<file path="src/rtl/pause_pkg.sv">
package pause_pkg;

   typedef enum logic {
      FC_IDLE   = 1'b0,
      FC_PAUSED = 1'b1
   } fc_state_e;

   typedef enum logic [1:0] {
      REQ_NONE = 2'd0,
      REQ_XOFF = 2'd1,
      REQ_XON  = 2'd2
   } req_kind_e;

endpackage

</file>
<file path="src/rtl/pause_level_cmp.sv">
module pause_level_cmp #(
   parameter int LVL_W = 13
) (
   input  logic [LVL_W-1:0] fill_level,
   input  logic [LVL_W-1:0] high_mark,
   input  logic [LVL_W-1:0] low_mark,
   output logic             above_high,
   output logic             at_low
);

   generate
      if (LVL_W < 1 || LVL_W > 32) begin : g_bad_width
         $error("pause_level_cmp: LVL_W out of range");
      end
   endgenerate

   // inclusive compares on both marks give the hysteresis band
   always_comb begin
      above_high = (fill_level >= high_mark);
      at_low     = (fill_level <= low_mark);
   end

endmodule

</file>
<file path="src/rtl/pause_refresh_timer.sv">
module pause_refresh_timer #(
   parameter int TMR_W      = 16,
   parameter bit REFRESH_EN = 1'b1
) (
   input  logic             clk,
   input  logic             rst_n,
   input  logic             clear,
   input  logic             load,
   input  logic [TMR_W-1:0] load_value,
   input  logic             consume,
   input  logic             tick,
   input  logic [TMR_W-1:0] thresh,
   output logic             refresh_due
);

   localparam logic [TMR_W-1:0] ONE = {{(TMR_W-1){1'b0}}, 1'b1};

   generate
      if (TMR_W < 2 || TMR_W > 32) begin : g_bad_width
         $error("pause_refresh_timer: TMR_W out of range");
      end

      if (REFRESH_EN) begin : g_counter
         logic [TMR_W-1:0] count_q;
         logic             armed_q;

         always_ff @(posedge clk or negedge rst_n) begin
            if (!rst_n) begin
               count_q <= '0;
               armed_q <= 1'b0;
            end else if (clear) begin
               armed_q <= 1'b0;
            end else if (load) begin
               count_q <= load_value;
               armed_q <= 1'b1;
            end else if (consume) begin
               armed_q <= 1'b0;
            end else if (armed_q && tick && count_q != '0) begin
               count_q <= count_q - ONE;
            end
         end

         assign refresh_due = armed_q && (count_q <= thresh);

         // one slot tick removes exactly one unit of remaining pause
         p_tick_dec_r6 : assert property (@(posedge clk) disable iff (!rst_n)
            (armed_q && tick && !clear && !load && !consume && count_q != '0)
            |=> (count_q == $past(count_q) - ONE));

         // a clear always disarms the countdown
         p_clear_disarms_r7 : assert property (@(posedge clk) disable iff (!rst_n)
            clear |=> !refresh_due);
      end else begin : g_no_counter
         assign refresh_due = 1'b0;
      end
   endgenerate

endmodule

</file>
<file path="src/rtl/pause_req_ctrl.sv">
module pause_req_ctrl
   import pause_pkg::*;
#(
   parameter int TMR_W = 16
) (
   input  logic             clk,
   input  logic             rst_n,
   input  logic             enable,
   input  logic             above_high,
   input  logic             at_low,
   input  logic             refresh_due,
   input  logic [TMR_W-1:0] timer_value,
   input  logic             req_ack,
   output logic             req_valid,
   output logic [TMR_W-1:0] req_pause,
   output logic [TMR_W-1:0] acked_pause,
   output logic             load_timer,
   output logic             clear_timer,
   output logic             consume_refresh
);

   fc_state_e        state_q, state_d;
   req_kind_e        pend_q,  pend_d;
   logic [TMR_W-1:0] pause_q, pause_d;

   always_comb begin
      state_d         = state_q;
      pend_d          = pend_q;
      pause_d         = pause_q;
      load_timer      = 1'b0;
      clear_timer     = 1'b0;
      consume_refresh = 1'b0;
      if (!enable) begin
         state_d     = FC_IDLE;
         pend_d      = REQ_NONE;
         pause_d     = '0;
         clear_timer = 1'b1;
      end else begin
         if (req_ack && pend_q != REQ_NONE) begin
            pend_d = REQ_NONE;
            if (pend_q == REQ_XOFF) load_timer = 1'b1;
         end
         case (state_q)
            FC_IDLE: begin
               if (above_high) begin
                  state_d = FC_PAUSED;
                  pend_d  = REQ_XOFF;
                  pause_d = timer_value;
               end
            end
            FC_PAUSED: begin
               if (at_low) begin
                  state_d     = FC_IDLE;
                  pend_d      = REQ_XON;
                  pause_d     = '0;
                  clear_timer = 1'b1;
               end else if (refresh_due && pend_q == REQ_NONE) begin
                  pend_d          = REQ_XOFF;
                  pause_d         = timer_value;
                  consume_refresh = 1'b1;
               end
            end
            default: state_d = FC_IDLE;
         endcase
      end
   end

   always_ff @(posedge clk or negedge rst_n) begin
      if (!rst_n) begin
         state_q <= FC_IDLE;
         pend_q  <= REQ_NONE;
         pause_q <= '0;
      end else begin
         state_q <= state_d;
         pend_q  <= pend_d;
         pause_q <= pause_d;
      end
   end

   assign req_valid   = (pend_q != REQ_NONE);
   assign req_pause   = pause_q;
   assign acked_pause = pause_q;

   // crossing the high mark while unpaused yields an XOFF next cycle
   p_xoff_rise_r2 : assert property (@(posedge clk) disable iff (!rst_n)
      (enable && state_q == FC_IDLE && above_high)
      |=> (req_valid && req_pause == $past(timer_value) && state_q == FC_PAUSED));

   // an unacknowledged request survives while enabled
   p_hold_r3 : assert property (@(posedge clk) disable iff (!rst_n)
      (enable && req_valid && !req_ack) |=> req_valid);

   // draining to the low mark while paused yields an XON
   p_xon_r4 : assert property (@(posedge clk) disable iff (!rst_n)
      (enable && state_q == FC_PAUSED && at_low)
      |=> (req_valid && req_pause == '0 && state_q == FC_IDLE));

   // between the marks with nothing due, no new request appears
   p_band_quiet_r4 : assert property (@(posedge clk) disable iff (!rst_n)
      (enable && state_q == FC_PAUSED && !at_low && !refresh_due && !req_valid)
      |=> !req_valid);

   // disabling withdraws everything
   p_disable_r7 : assert property (@(posedge clk) disable iff (!rst_n)
      !enable |=> (!req_valid && state_q == FC_IDLE));

   // state after reset is clean
   p_reset_r1 : assert property (@(posedge clk)
      $rose(rst_n) |-> (!req_valid && state_q == FC_IDLE));

endmodule

</file>
<file path="src/rtl/pause_req_gen.sv">
module pause_req_gen #(
   parameter int LVL_W      = 13,
   parameter int TMR_W      = 16,
   parameter bit REFRESH_EN = 1'b1
) (
   input  logic             clk,
   input  logic             rst_n,
   input  logic             tx_fc_en,
   input  logic [LVL_W-1:0] fill_level,
   input  logic [LVL_W-1:0] high_mark,
   input  logic [LVL_W-1:0] low_mark,
   input  logic [TMR_W-1:0] timer_value,
   input  logic [TMR_W-1:0] refresh_thresh,
   input  logic             slot_tick,
   input  logic             req_ack,
   output logic             req_valid,
   output logic [TMR_W-1:0] req_pause
);

   logic             above_high;
   logic             at_low;
   logic             refresh_due;
   logic             load_timer;
   logic             clear_timer;
   logic             consume_refresh;
   logic [TMR_W-1:0] acked_pause;

   pause_level_cmp #(
      .LVL_W(LVL_W)
   ) u_cmp (
      .fill_level (fill_level),
      .high_mark  (high_mark),
      .low_mark   (low_mark),
      .above_high (above_high),
      .at_low     (at_low)
   );

   pause_refresh_timer #(
      .TMR_W      (TMR_W),
      .REFRESH_EN (REFRESH_EN)
   ) u_timer (
      .clk         (clk),
      .rst_n       (rst_n),
      .clear       (clear_timer),
      .load        (load_timer),
      .load_value  (acked_pause),
      .consume     (consume_refresh),
      .tick        (slot_tick),
      .thresh      (refresh_thresh),
      .refresh_due (refresh_due)
   );

   pause_req_ctrl #(
      .TMR_W(TMR_W)
   ) u_ctrl (
      .clk             (clk),
      .rst_n           (rst_n),
      .enable          (tx_fc_en),
      .above_high      (above_high),
      .at_low          (at_low),
      .refresh_due     (refresh_due),
      .timer_value     (timer_value),
      .req_ack         (req_ack),
      .req_valid       (req_valid),
      .req_pause       (req_pause),
      .acked_pause     (acked_pause),
      .load_timer      (load_timer),
      .clear_timer     (clear_timer),
      .consume_refresh (consume_refresh)
   );

endmodule

</file>
<file path="config.mk">
export PLATFORM = sky130hd
export DESIGN_NAME = pause_req_gen
export DESIGN_NICKNAME = d
export VERILOG_FILES = /design/src/rtl/pause_pkg.sv /design/src/rtl/pause_level_cmp.sv /design/src/rtl/pause_refresh_timer.sv /design/src/rtl/pause_req_ctrl.sv /design/src/rtl/pause_req_gen.sv
export SDC_FILE = /design/constraint.sdc
export NUM_CORES = 1
export LEC_CHECK = 0
export BUFFER_PORTS_ARGS = -buffer_cell sky130_fd_sc_hd__buf_2
export CORE_MARGIN = 8
export CORE_UTILIZATION = 30
export DETAILED_ROUTE_END_ITERATION = 6
export GPL_TIMING_DRIVEN = 0
export HOLD_SLACK_MARGIN = 0.08
export MAX_ROUTING_LAYER = met4
export PLACE_DENSITY_LB_ADDON = 0.25
export SLEW_MARGIN = 20
export SYNTH_ARGS = -nofsm -noshare
export SYNTH_HDL_FRONTEND = slang
export SYNTH_SLANG_ARGS = --single-unit
</file>
<file path="constraint.sdc">
create_clock -name clk -period 2.65 [get_ports clk]
set_clock_uncertainty 0.2 [all_clocks]
set_input_delay 0.3975 -clock clk [delete_from_list [all_inputs] [get_ports clk]]
set_output_delay 0.3975 -clock clk [all_outputs]
set_load 0.02 [all_outputs]
</file>
Yosys cells after proc, flatten, opt, wreduce, memory -nomap -nowiden
Index checks and enable logic that the tools add are counted.

operators by class
  div/mod/pow operators = 0
  reduce and logical (&&, ||, !) cells = 12
  multipliers = 0
  magnitude comparators = 3
  bitwise logic cells = 2
  shift operators = 0
  multiplexer cells = 31
  equal/unequal tests = 4
  $add $sub $neg = 1

operator list
  kind                                                count
  two-way mux 16 bit                                  7
  case mux 16 bit (2 select lines)                    1
  <= comparator 16 bit                                1
  two-way mux 1 bit                                   16
  nonzero test 16 bit                                 1
  subtractor 16 x 1 -> 16 bit, second input constant  1
  greater-or-equal comparator 13 bit                  1
  <= comparator 13 bit                                1
  two-way mux 2 bit                                   5
  logical AND 1 bit                                   5
  inequality test 4 bit, second input constant        1
  case mux 2 bit (2 select lines)                     1
  nonzero test 2 bit                                  2
  inequality test 3 bit, second input constant        1
  AND reduction 3 bit                                 1
  nonzero test 3 bit                                  1
  == test 2 x 1 -> 1 bit, second input constant       1
  zero test 2 bit                                     1
  inequality test 2 bit, second input constant        1
  NOT 1 bit                                           2
  case mux 1 bit (2 select lines)                     1
  AND reduction 2 bit                                 1

storage, ports and cells
  memory bits (writable) = 0
  memories = 0
  flip-flop bits (word level) = 36
  latch bits = 0
  bits in read-only memories = 0
  input bits = 76

Depth between registers and ports, before layout
Gate-level depths: netlist (run 1).

  depth in word-level cells = 10
  gate-level depth with buffers = 10

Modules after synthesis
A second synthesis (run 1) with hierarchy kept.

unflattened totals
  cells, all modules = 376
  area, all modules = 3281.9 µm²

by module, submodules not included
  module               instances  area each (µm²)  cells each
  pause_refresh_timer  1          1542.7           181
  pause_req_ctrl       1          1112.3           111
  pause_level_cmp      1          626.9            84

Worst setup path before layout (run 1)
OpenSTA, ideal clock, no wires.

  kind = in2reg
  start point = in refresh_thresh[15]
  end point = reg u_timer.g_counter.count_q[7]
  setup slack = 26 ps
  stages on the path = 10
  arrival = 2303 ps
  library setup time = 121 ps
  cell sequence = inv_1 > ha_1 > nand4_1 > or2_1 > or4_4 > o31a_4 > a21oi_4 > buf_6 > nor2_2 > o22a_1

on the way
  cells in the longest elaborated chain, start to end = 9

RTL lines
  element                                 RTL line                   text
  from (decl)                             pause_req_gen.sv:13        input logic [TMR_W-1:0] refresh_thresh,
  <= comparator 16 bit                    pause_refresh_timer.sv:43  assign refresh_due = armed_q && (count_q <= thresh);
  logical AND 1 bit                       pause_refresh_timer.sv:43
  logical AND 1 bit                       pause_req_ctrl.sv:57       end else if (refresh_due && pend_q == REQ_NONE) begin
  two-way mux 1 bit                       pause_req_ctrl.sv:57
  two-way mux 1 bit                       pause_req_ctrl.sv:52       if (at_low) begin
  two-way mux 1 bit                       pause_req_ctrl.sv:43       case (state_q)
  two-way mux 1 bit                       pause_req_ctrl.sv:33       if (!enable) begin
  inequality test 2 bit (no source line)  --
  AND reduction 3 bit (no source line)    --
  to (signal assigned)                    pause_refresh_timer.sv:34  count_q <= load_value;
  to (signal assigned)                    pause_refresh_timer.sv:39  count_q <= count_q - ONE;
  to (decl)                               pause_refresh_timer.sv:24  logic [TMR_W-1:0] count_q;

Every way passes these cells.
A chain may end at the register's enable or synchronous reset.

Worst setup path in the final report (run 1)
  start point = reg u_timer.g_counter.count_q[13]
  end point = reg u_timer.g_counter.count_q[7]

on the way
  cells in the longest elaborated chain, start to end = 9
  elaborated cells on any way between the ends = 12
  classes of those cells = 1 x order compare; 1 x eq/ne; 4 x mux; 6 x reduce/logical

RTL lines
  element                                 RTL line
  <= comparator 16 bit                    pause_refresh_timer.sv:43
  logical AND 1 bit                       pause_refresh_timer.sv:43
  logical AND 1 bit                       pause_req_ctrl.sv:57
  two-way mux 1 bit                       pause_req_ctrl.sv:57
  two-way mux 1 bit                       pause_req_ctrl.sv:52
  two-way mux 1 bit                       pause_req_ctrl.sv:43
  two-way mux 1 bit                       pause_req_ctrl.sv:33
  inequality test 2 bit (no source line)  --
  AND reduction 3 bit (no source line) *  --

Every way passes the cells marked *; elsewhere a longest branch is shown, timed or not.

==> parameters.txt, run 1 <==
Parameter                              Value

Floorplanning
  Die outline area ... 13,340 sq um
  Die height ... 115.5 um
  Chip Width ... 115.5 um
  Count of standard-cell rows ... 36
  Total I/O pin count ... 93
  Starting Density ... 30.67%
  Area inside the core boundary ... 9684 sq um

Run status
  Failing checks ... negative setup slack
  Result of the run ... finished, violations left

Detailed routing
  Remaining DRCs ... 0
  Metal2 WL ... 4.322 mm
  Met3 routed WL ... 545 um
  Met1 Routed Length ... 4.430 mm
  Highest routing layer actually used ... met4
  Via count of the routed design ... 2,989
  Initial detailed-routing violation count ... 153
  Routed len/inst ... 15.84 um
  DRT Wirelength ... 9.391 mm
  Mean number of vias per cell ... 5.040
  Router iterations before antenna repair ... 5
  Antenna Nets Post-Route ... 0

Critical path
  Crit path arrival time ... 2.66 ns
  Start-to-end type of the worst setup path ... reg -> reg
  CP Capture Type ... flip-flop
  Cell-by-cell listing of the critical path ... ha_4, nand4_1, or2_4, or4_4, o31a_4, a21oi_4, buf_6, nor2_2, o22a_1
  Kind of launch point of the worst setup path ... flip-flop
  Register-to-register setup slack ... -0.02 ns
  Highest-delay cell along the critical path ... sky130_fd_sc_hd__or4_4
  Max stage delay on crit path ... 0.45 ns
  Worst endpoint required time ... 2.63 ns
  Critical path peak fanout ... 6

Logic synthesis
  Biggest area contributors in the synthesized netlist ... sky130_fd_sc_hd__dfrtp_1 30%, sky130_fd_sc_hd__ha_1 18%, sky130_fd_sc_hd__a21oi_1 5.9%, sky130_fd_sc_hd__inv_1 5.8%, sky130_fd_sc_hd__a22o_1 4.7%
  Synth Area per Inst ... 8.610 sq um
  Post-synthesis net count ... 464
  Most frequently used flop master after synthesis ... sky130_fd_sc_hd__dfrtp_1
  Cell area after technology mapping ... 2970 sq um
  Fraction of registers with async set/reset ... 100.0%
  Cells after Synth ... 345
  Post-synth EDFFs ... 0
  Post-synthesis register bit count ... 36
  Seq/Total Area, Yosys ... 30.33%
  Count of distinct cell types in the synthesized netlist ... 51
  Fraction of synthesized cell area taken by the top area cell type ... 30.33%
  Count of warnings emitted by yosys ... 0
  Largest area contributor in the netlist ... sky130_fd_sc_hd__dfrtp_1

Layout
  Signed area change from the synthesized netlist to the final layout ... 33.28%
  Final standard cell count with taps included and fillers excluded ... 593
  Cell area after layout ... 3959 sq um
  Diode count ... 0
  Proportion of layout cells with a drive suffix above 1 ... 32.61%
  Net count of the finished layout ... 578

Placed design
  Post-Place Cell Area ... 3597 sq um
  Detail Placement HPWL ... 7.226 mm
  Number of buffer cells added on primary ports ... 92
  Worst slack, placed ... -0.3313 ns
  Global placer's final weighted congestion ... 0.9007
  Number of cells after detailed placement ... 570

Timing
  Unrepaired setup endpoints after global routing ... true
  Upper clock frequency limit ... 374.3 MHz
  Number of endpoints failing setup at the final stage ... 11
  Tightest hold margin ... 0.1164 ns
  Min setup slack post-route ... -0.02154 ns
  Final Slew Violations ... 0
  Fin crit period ... 2.672 ns
  Number of hold violations in the final report ... 0
  Part of the cycle the worst path needs ... 100.8%
  Slew Limit Headroom ... 46.97%
  Slew at the pin with the worst max-slew slack ... 0.7955 ns

Clock tree
  Clock latency on the worst-skew pair ... 0.29 ns
  Deepest clock path buffer count ... 2
  H-tree level count ... 2
  Clock tree from TritonCTS ... built
  Total number of clock tree sinks ... 36
  Root Buffer ... sky130_fd_sc_hd__clkbuf_8
  Number of buffers inserted during clock tree synthesis ... 5
  Clock transition at path regs ... 0.07 ns

Run
  Max-capacitance violation count ... 0

Power
  Final Power ... 2.235 mW
  Reported leakage power ... 2.009 nW
  Max IR drop VDD ... 198.4 uV
  Power density over the cells ... 564.5 nW/um^2

Global route
  Global-route wire length before repair ... 15.21 mm
  Vias in the first global route ... 3,078
  Total global routing track utilization ... 14.51%
  Initial antenna violation count ... 0
  Congestion Overflow GR ... 0
  Pin count of the biggest net entering global routing ... 37

Min path
  Path type of the worst min-delay path ... in -> reg
==> placed cells by master, fill, tap and decap left out, drive strengths merged, types with 2 or more instances in the layout <==
cell,count
a31oi,7
a22o,16
o21a,2
o22ai,2
a21oi,37
buf,109
clkbuf,11
nand2,15
inv,46
or2,2
and3,3
dfrtp,36
nand3,8
a21o,4
nor3,8
or3,5
nor2b,6
o22a,6
o21ai,21
nand4,7
ha,43
or4,4
nand2b,2
nor4,3
a211oi,2
nor2,35
o31ai,5
==> layer usage <==
| metal | vias up | global-route usage, % |
|---|---|---|
| li1 | 1490 | - |
| met3 | 15 | 2.137 |
| met2 | 110 | 22.75 |
| met1 | 1374 | 19.27 |
| met4 | 0 | 3.240 |
| met5 | - | - |
==> synth_stat cells (all sizes together) (5+ instances only) <==
library cell  number
o21ai             21
dfrtp             36
nand2             15
or3                5
nand4              7
nand3              8
a22o              16
o22a               6
ha                43
nor2              35
o31ai              5
nor3               8
nor2b              6
a21oi             36
a31oi              7
inv               46
==> kinds of logic (layout without fill, tap and decap cells) <==
logic type	after synthesis	after routing	synth area share, %
AO/OA/AOI/OAI	111	112	26.37
adder cells (fa/ha/maj)	43	43	18.11
buffers and inverters	54	168	7.624
flip-flops	36	36	30.33
AND/OR/NAND/NOR	101	101	17.57
==> power by group <==
part | internal [mW] | switching, mW | total (mW) | leakage, nW
Sequential | 0.675 | 0.169 | 0.844 | 0.465
Combinational | 0.448 | 0.527 | 0.976 | 1.50
Clock | 0.211 | 0.204 | 0.416 | 0.0445
Total | 1.33 | 0.900 | 2.23 | 2.01
==> worst paths after layout <==
path	start	endpoint	cells past startpoint
max	u_timer.g_counter.count_q[13]$_DFFE_PN0P_	u_timer.g_counter.count_q[7]$_DFFE_PN0P_	9
min	timer_value[4]	u_ctrl.acked_pause[4]$_DFFE_PN0P_	2
max reg2reg	u_timer.g_counter.count_q[13]$_DFFE_PN0P_	u_timer.g_counter.count_q[7]$_DFFE_PN0P_	9
min reg2reg	u_ctrl.acked_pause[2]$_DFFE_PN0P_	u_ctrl.acked_pause[2]$_DFFE_PN0P_	1
max in group asynchronous	rst_n	u_timer.g_counter.count_q[15]$_DFFE_PN0P_	2
min in group asynchronous	rst_n	u_timer.g_counter.count_q[12]$_DFFE_PN0P_	2
==> registers in the layout, summed over array words and instances (netlist names) <==
name	count
u_ctrl.acked_pause	16
u_timer.g_counter.count_q	16
u_ctrl.pend_q	2
u_ctrl.state_q	1
u_timer.g_counter.armed_q	1
==> cell type report <==
type	count	area, sq um
fill	1010	5725
inverter	46	172.7
sequential	36	908.4
clock inverter	1	7.507
tap	133	166.4
multi-input combinational	256	1988
clock buffer	7	86.33
timing repair buffer	106	569.3
buffer	8	60.06
==> per-stage QoR <==
stage,utilization [%],setup TNS [ns]
finish,40.88,-0.07283
global route,40.88,-1.469
CTS,39.48,0
detailed placement,37.14,-7.841
global placement,37.14,-7.737
floorplan,-,0
==> worst max-delay path: cells and delay by family (launching register included) <==
kind | cells | cell delay, ns
AND/OR/NAND/NOR | 4 | 0.86
AO/OA/AOI/OAI | 3 | 0.60
flip-flops | 1 | 0.44
adder cells (fa/ha/maj) | 1 | 0.28
buffers and inverters | 1 | 0.17
==> what timing repair did <==
action,4_1_cts,5_1_grt
setup buffers,6,5
gates cloned,2,1
pin swaps,4,11
gates resized for setup,13,25
setup endpoints to repair,34,26
endpoints found under the hold margin,36,0
hold buffers,1,0
Note: power is estimated with default switching activity, not from simulation.
==> run 2, diff against run 1 <==
--- a/config.mk
+++ b/config.mk
@@ -5,7 +5,7 @@
 export SDC_FILE = /design/constraint.sdc
 export NUM_CORES = 1
 export LEC_CHECK = 0
-export BUFFER_PORTS_ARGS = -buffer_cell sky130_fd_sc_hd__buf_2
+export BUFFER_PORTS_ARGS = -buffer_cell sky130_fd_sc_hd__clkbuf_2
 export CORE_MARGIN = 8
 export CORE_UTILIZATION = 30
 export DETAILED_ROUTE_END_ITERATION = 6
==> run 2 against run 1 <==
  * The run still ends with negative setup slack left
  * Flip-flop and latch count unchanged
  * Utilization grew 1.4 points
  * Final area up 3.5%
  * Non-clock buffer count up 7
  * Sequential power rose by 1%
  * Critical path depth stayed put
  * Via count increased by 0.50%
  * First-iteration DRC count grew 23%
  * Sequential share of layout area decreased by 0.75 points
==> parameters.txt, run 2 (synthesized netlist as in run 1, its figures left out) <==
Parameter                              Value

Min path
  Worst hold path endpoint ... u_ctrl.acked_pause[0]$_DFFE_PN0P_
  Cell count of the worst hold path ... 2
  Path type of the worst min-delay path ... in -> reg
  Source of the worst hold timing path ... timer_value[0]

Power
  Power density over the cells ... 575.8 nW/um^2
  Max IR drop VDD ... 207.6 uV
  Switching share of power ... 39.65%
  Switching power total ... 0.9358 mW
  Reported leakage power ... 2.063 nW
  Relative contribution of sequential cells to total power ... 36.2%
  Gate power share ... 43.4%
  Clock network power share ... 20.4%
  Int Pwr ... 1.424 mW

Clock tree
  Deepest clock path buffer count ... 2
  Number of buffers inserted during clock tree synthesis ... 5
  H-tree level count ... 2
  Clock transition at path regs ... 0.07 ns
  Total number of clock tree sinks ... 36
  Clock latency on the worst-skew pair ... 0.29 ns
  Root Buffer ... sky130_fd_sc_hd__clkbuf_8
  Clock tree from TritonCTS ... built

Floorplanning
  Chip Width ... 115.5 um
  Die outline area ... 13,340 sq um
  Starting Density ... 30.67%
  Total I/O pin count ... 93
  Die height ... 115.5 um
  Area inside the core boundary ... 9684 sq um
  Count of standard-cell rows ... 36

Detailed routing
  Mean number of vias per cell ... 5.007
  DRT Wirelength ... 9.499 mm
  Initial detailed-routing violation count ... 188
  Router iterations before antenna repair ... 4
  Remaining DRCs ... 0
  Routed len/inst ... 15.83 um
  Antenna Nets Post-Route ... 0
  Via count of the routed design ... 3,004

Global route
  Total global routing track utilization ... 14.49%
  Congestion Overflow GR ... 0
  Vias in the first global route ... 3,063
  Pin count of the biggest net entering global routing ... 37
  Initial antenna violation count ... 0
  Global-route wire length before repair ... 15.08 mm

Layout
  Net count of the finished layout ... 585
  Multi-input logic area ... 2046 sq um
  Signed area change from the synthesized netlist to the final layout ... 37.99%
  Most common cell after layout, fill and taps aside ... sky130_fd_sc_hd__clkbuf_2
  Proportion of layout cells with a drive suffix above 1 ... 35.33%
  Sequential standard cell area ... 909.6 sq um
  Highest-count cells in the layout ignoring fill and taps ... 92 x sky130_fd_sc_hd__clkbuf_2, 46 x sky130_fd_sc_hd__inv_1, 36 x sky130_fd_sc_hd__ha_1, 33 x sky130_fd_sc_hd__a21oi_1, 32 x sky130_fd_sc_hd__nor2_1
  Fill cell count ... 990
  Diode count ... 0

Run status
  Result of the run ... finished, violations left
  Failing checks ... negative setup slack

Critical path
  Crit path arrival time ... 2.71 ns
  Launching point of the worst reg2reg path ... u_timer.g_counter.count_q[15]$_DFFE_PN0P_
  Cell depth of the worst flop-to-flop path ... 9
  Worst endpoint required time ... 2.63 ns
  Count of cell instances traversed by the critical path ... 9
  Cell-by-cell listing of the critical path ... ha_4, nand4_1, or2_1, or4_4, o31a_4, a21oi_4, buf_6, nor2_2, o22a_1
  Register-to-register setup slack ... -0.08 ns
  Max stage delay on crit path ... 0.52 ns
  CP startpoint ... u_timer.g_counter.count_q[15]$_DFFE_PN0P_
  Worst path top cell family by delay ... simple AND/OR/NAND/NOR gates
  Kind of launch point of the worst setup path ... flip-flop
  Critical path peak fanout ... 6
  Highest-delay cell along the critical path ... sky130_fd_sc_hd__or4_4
  Start-to-end type of the worst setup path ... reg -> reg
  Worst R2R End ... u_timer.g_counter.count_q[7]$_DFFE_PN0P_
  Buffers plus inverters on the worst setup path ... 1
  CP Capture Type ... flip-flop

Timing
  Tightest hold margin ... 0.1199 ns
  Number of hold violations in the final report ... 0
  Fin crit period ... 2.733 ns
  Min setup slack post-route ... -0.08265 ns
  Unrepaired setup endpoints after global routing ... true
  Part of the cycle the worst path needs ... 103.1%
  Slew Limit Headroom ... 39.97%
  Upper clock frequency limit ... 365.9 MHz
  Setup total negative slack ... -0.9138 ns
  Slew at the pin with the worst max-slew slack ... 0.9005 ns
  Number of endpoints failing setup at the final stage ... 26
  Final Slew Violations ... 0

Placed design
  Number of buffer cells added on primary ports ... 92
  Global placer's final weighted congestion ... 0.8995
  Detail Placement HPWL ... 7.307 mm

Run
  Max-capacitance violation count ... 0
run 2: changes by cell type in the layout (fill, tap and decap cells not counted), moves of 3 or more:
cell,previous run,this run
sky130_fd_sc_hd__buf_2,93,1
sky130_fd_sc_hd__o21ai_0,11,14
sky130_fd_sc_hd__buf_4,11,15
sky130_fd_sc_hd__clkbuf_2,0,92
sky130_fd_sc_hd__o21ai_1,7,3
sky130_fd_sc_hd__buf_6,5,8
run 2: area by class of cell:
cell class	instances	share of cell area, %
Multi-Input combinational cell	256	49.91
Sequential cell	36	22.19
Timing Repair Buffer	113	15.45
Inverter	46	4.212
Tap cell	133	4.060
Clock buffer	5	1.679
Buffer	8	1.465
Clock inverter	3	1.038
run 2: worst max-delay path by stage:
stage                     slack [ns]                                        to
after floorplan                 0.03  u_timer.g_counter.count_q[7]$_DFFE_PN0P_
after global placement         -0.33        u_ctrl.acked_pause[14]$_DFFE_PN0P_
after detailed placement       -0.34         u_ctrl.acked_pause[1]$_DFFE_PN0P_
after CTS                      -0.05  u_timer.g_counter.count_q[7]$_DFFE_PN0P_
after global routing           -0.15  u_timer.g_counter.count_q[7]$_DFFE_PN0P_
final                          -0.08  u_timer.g_counter.count_q[7]$_DFFE_PN0P_
run 2: per-layer routing:
metal | up-vias | part of all wire (%) | routed length [um] | track usage (%)
met5 | - | 0 | 0 | -
met1 | 1386 | 48 | 4534 | 19.22
met4 | 0 | 1.4 | 131 | 3.152
li1 | 1506 | - | - | -
met3 | 11 | 4.2 | 396 | 1.980
met2 | 101 | 47 | 4437 | 22.91
run 2: power by group through the flow:
| stage | registers [mW] | clock network, mW | logic [mW] |
|---|---|---|---|
| 2_1_floorplan | 0.821 | 0 | 0.536 |
| 3_3_place_gp | 0.868 | 0 | 0.762 |
| 3_5_place_dp | 0.873 | 0 | 0.787 |
| 4_1_cts | 0.844 | 0.491 | 0.923 |
| 5_1_grt | 0.875 | 0.519 | 1.14 |
| 6_report | 0.854 | 0.482 | 1.02 |
run 2: timing repair:
action | 4_1_cts | 5_1_grt
hold buffers | 1 | 0
setup endpoints to repair | 34 | 33
setup buffers | 10 | 7
hold endpoints to repair | 36 | 0
pin swaps | 6 | 12
gates cloned | 2 | 2
gates resized for setup | 21 | 27
run 2: worst register-to-register path, delay by kind of cell (launching register included):
family          cells  cell delay, ns
compound gates      3            0.62
buf+inv             1            0.17
flops               1            0.46
simple gates        4            0.89
fa+ha+maj           1            0.29
run 2: stage by stage:
step	cells	setup WS (ns)	instance area, sq um	power [mW]	utilization [%]
2_1_floorplan	345	0.02556	2970	1.357	-
3_3_place_gp	570	-0.3270	3597	1.629	37.14
3_5_place_dp	570	-0.3431	3597	1.659	37.14
4_1_cts	591	-0.04628	3911	2.258	40.39
5_1_grt	600	-0.1470	4099	2.536	42.33
6_report	600	-0.08265	4099	2.360	42.33
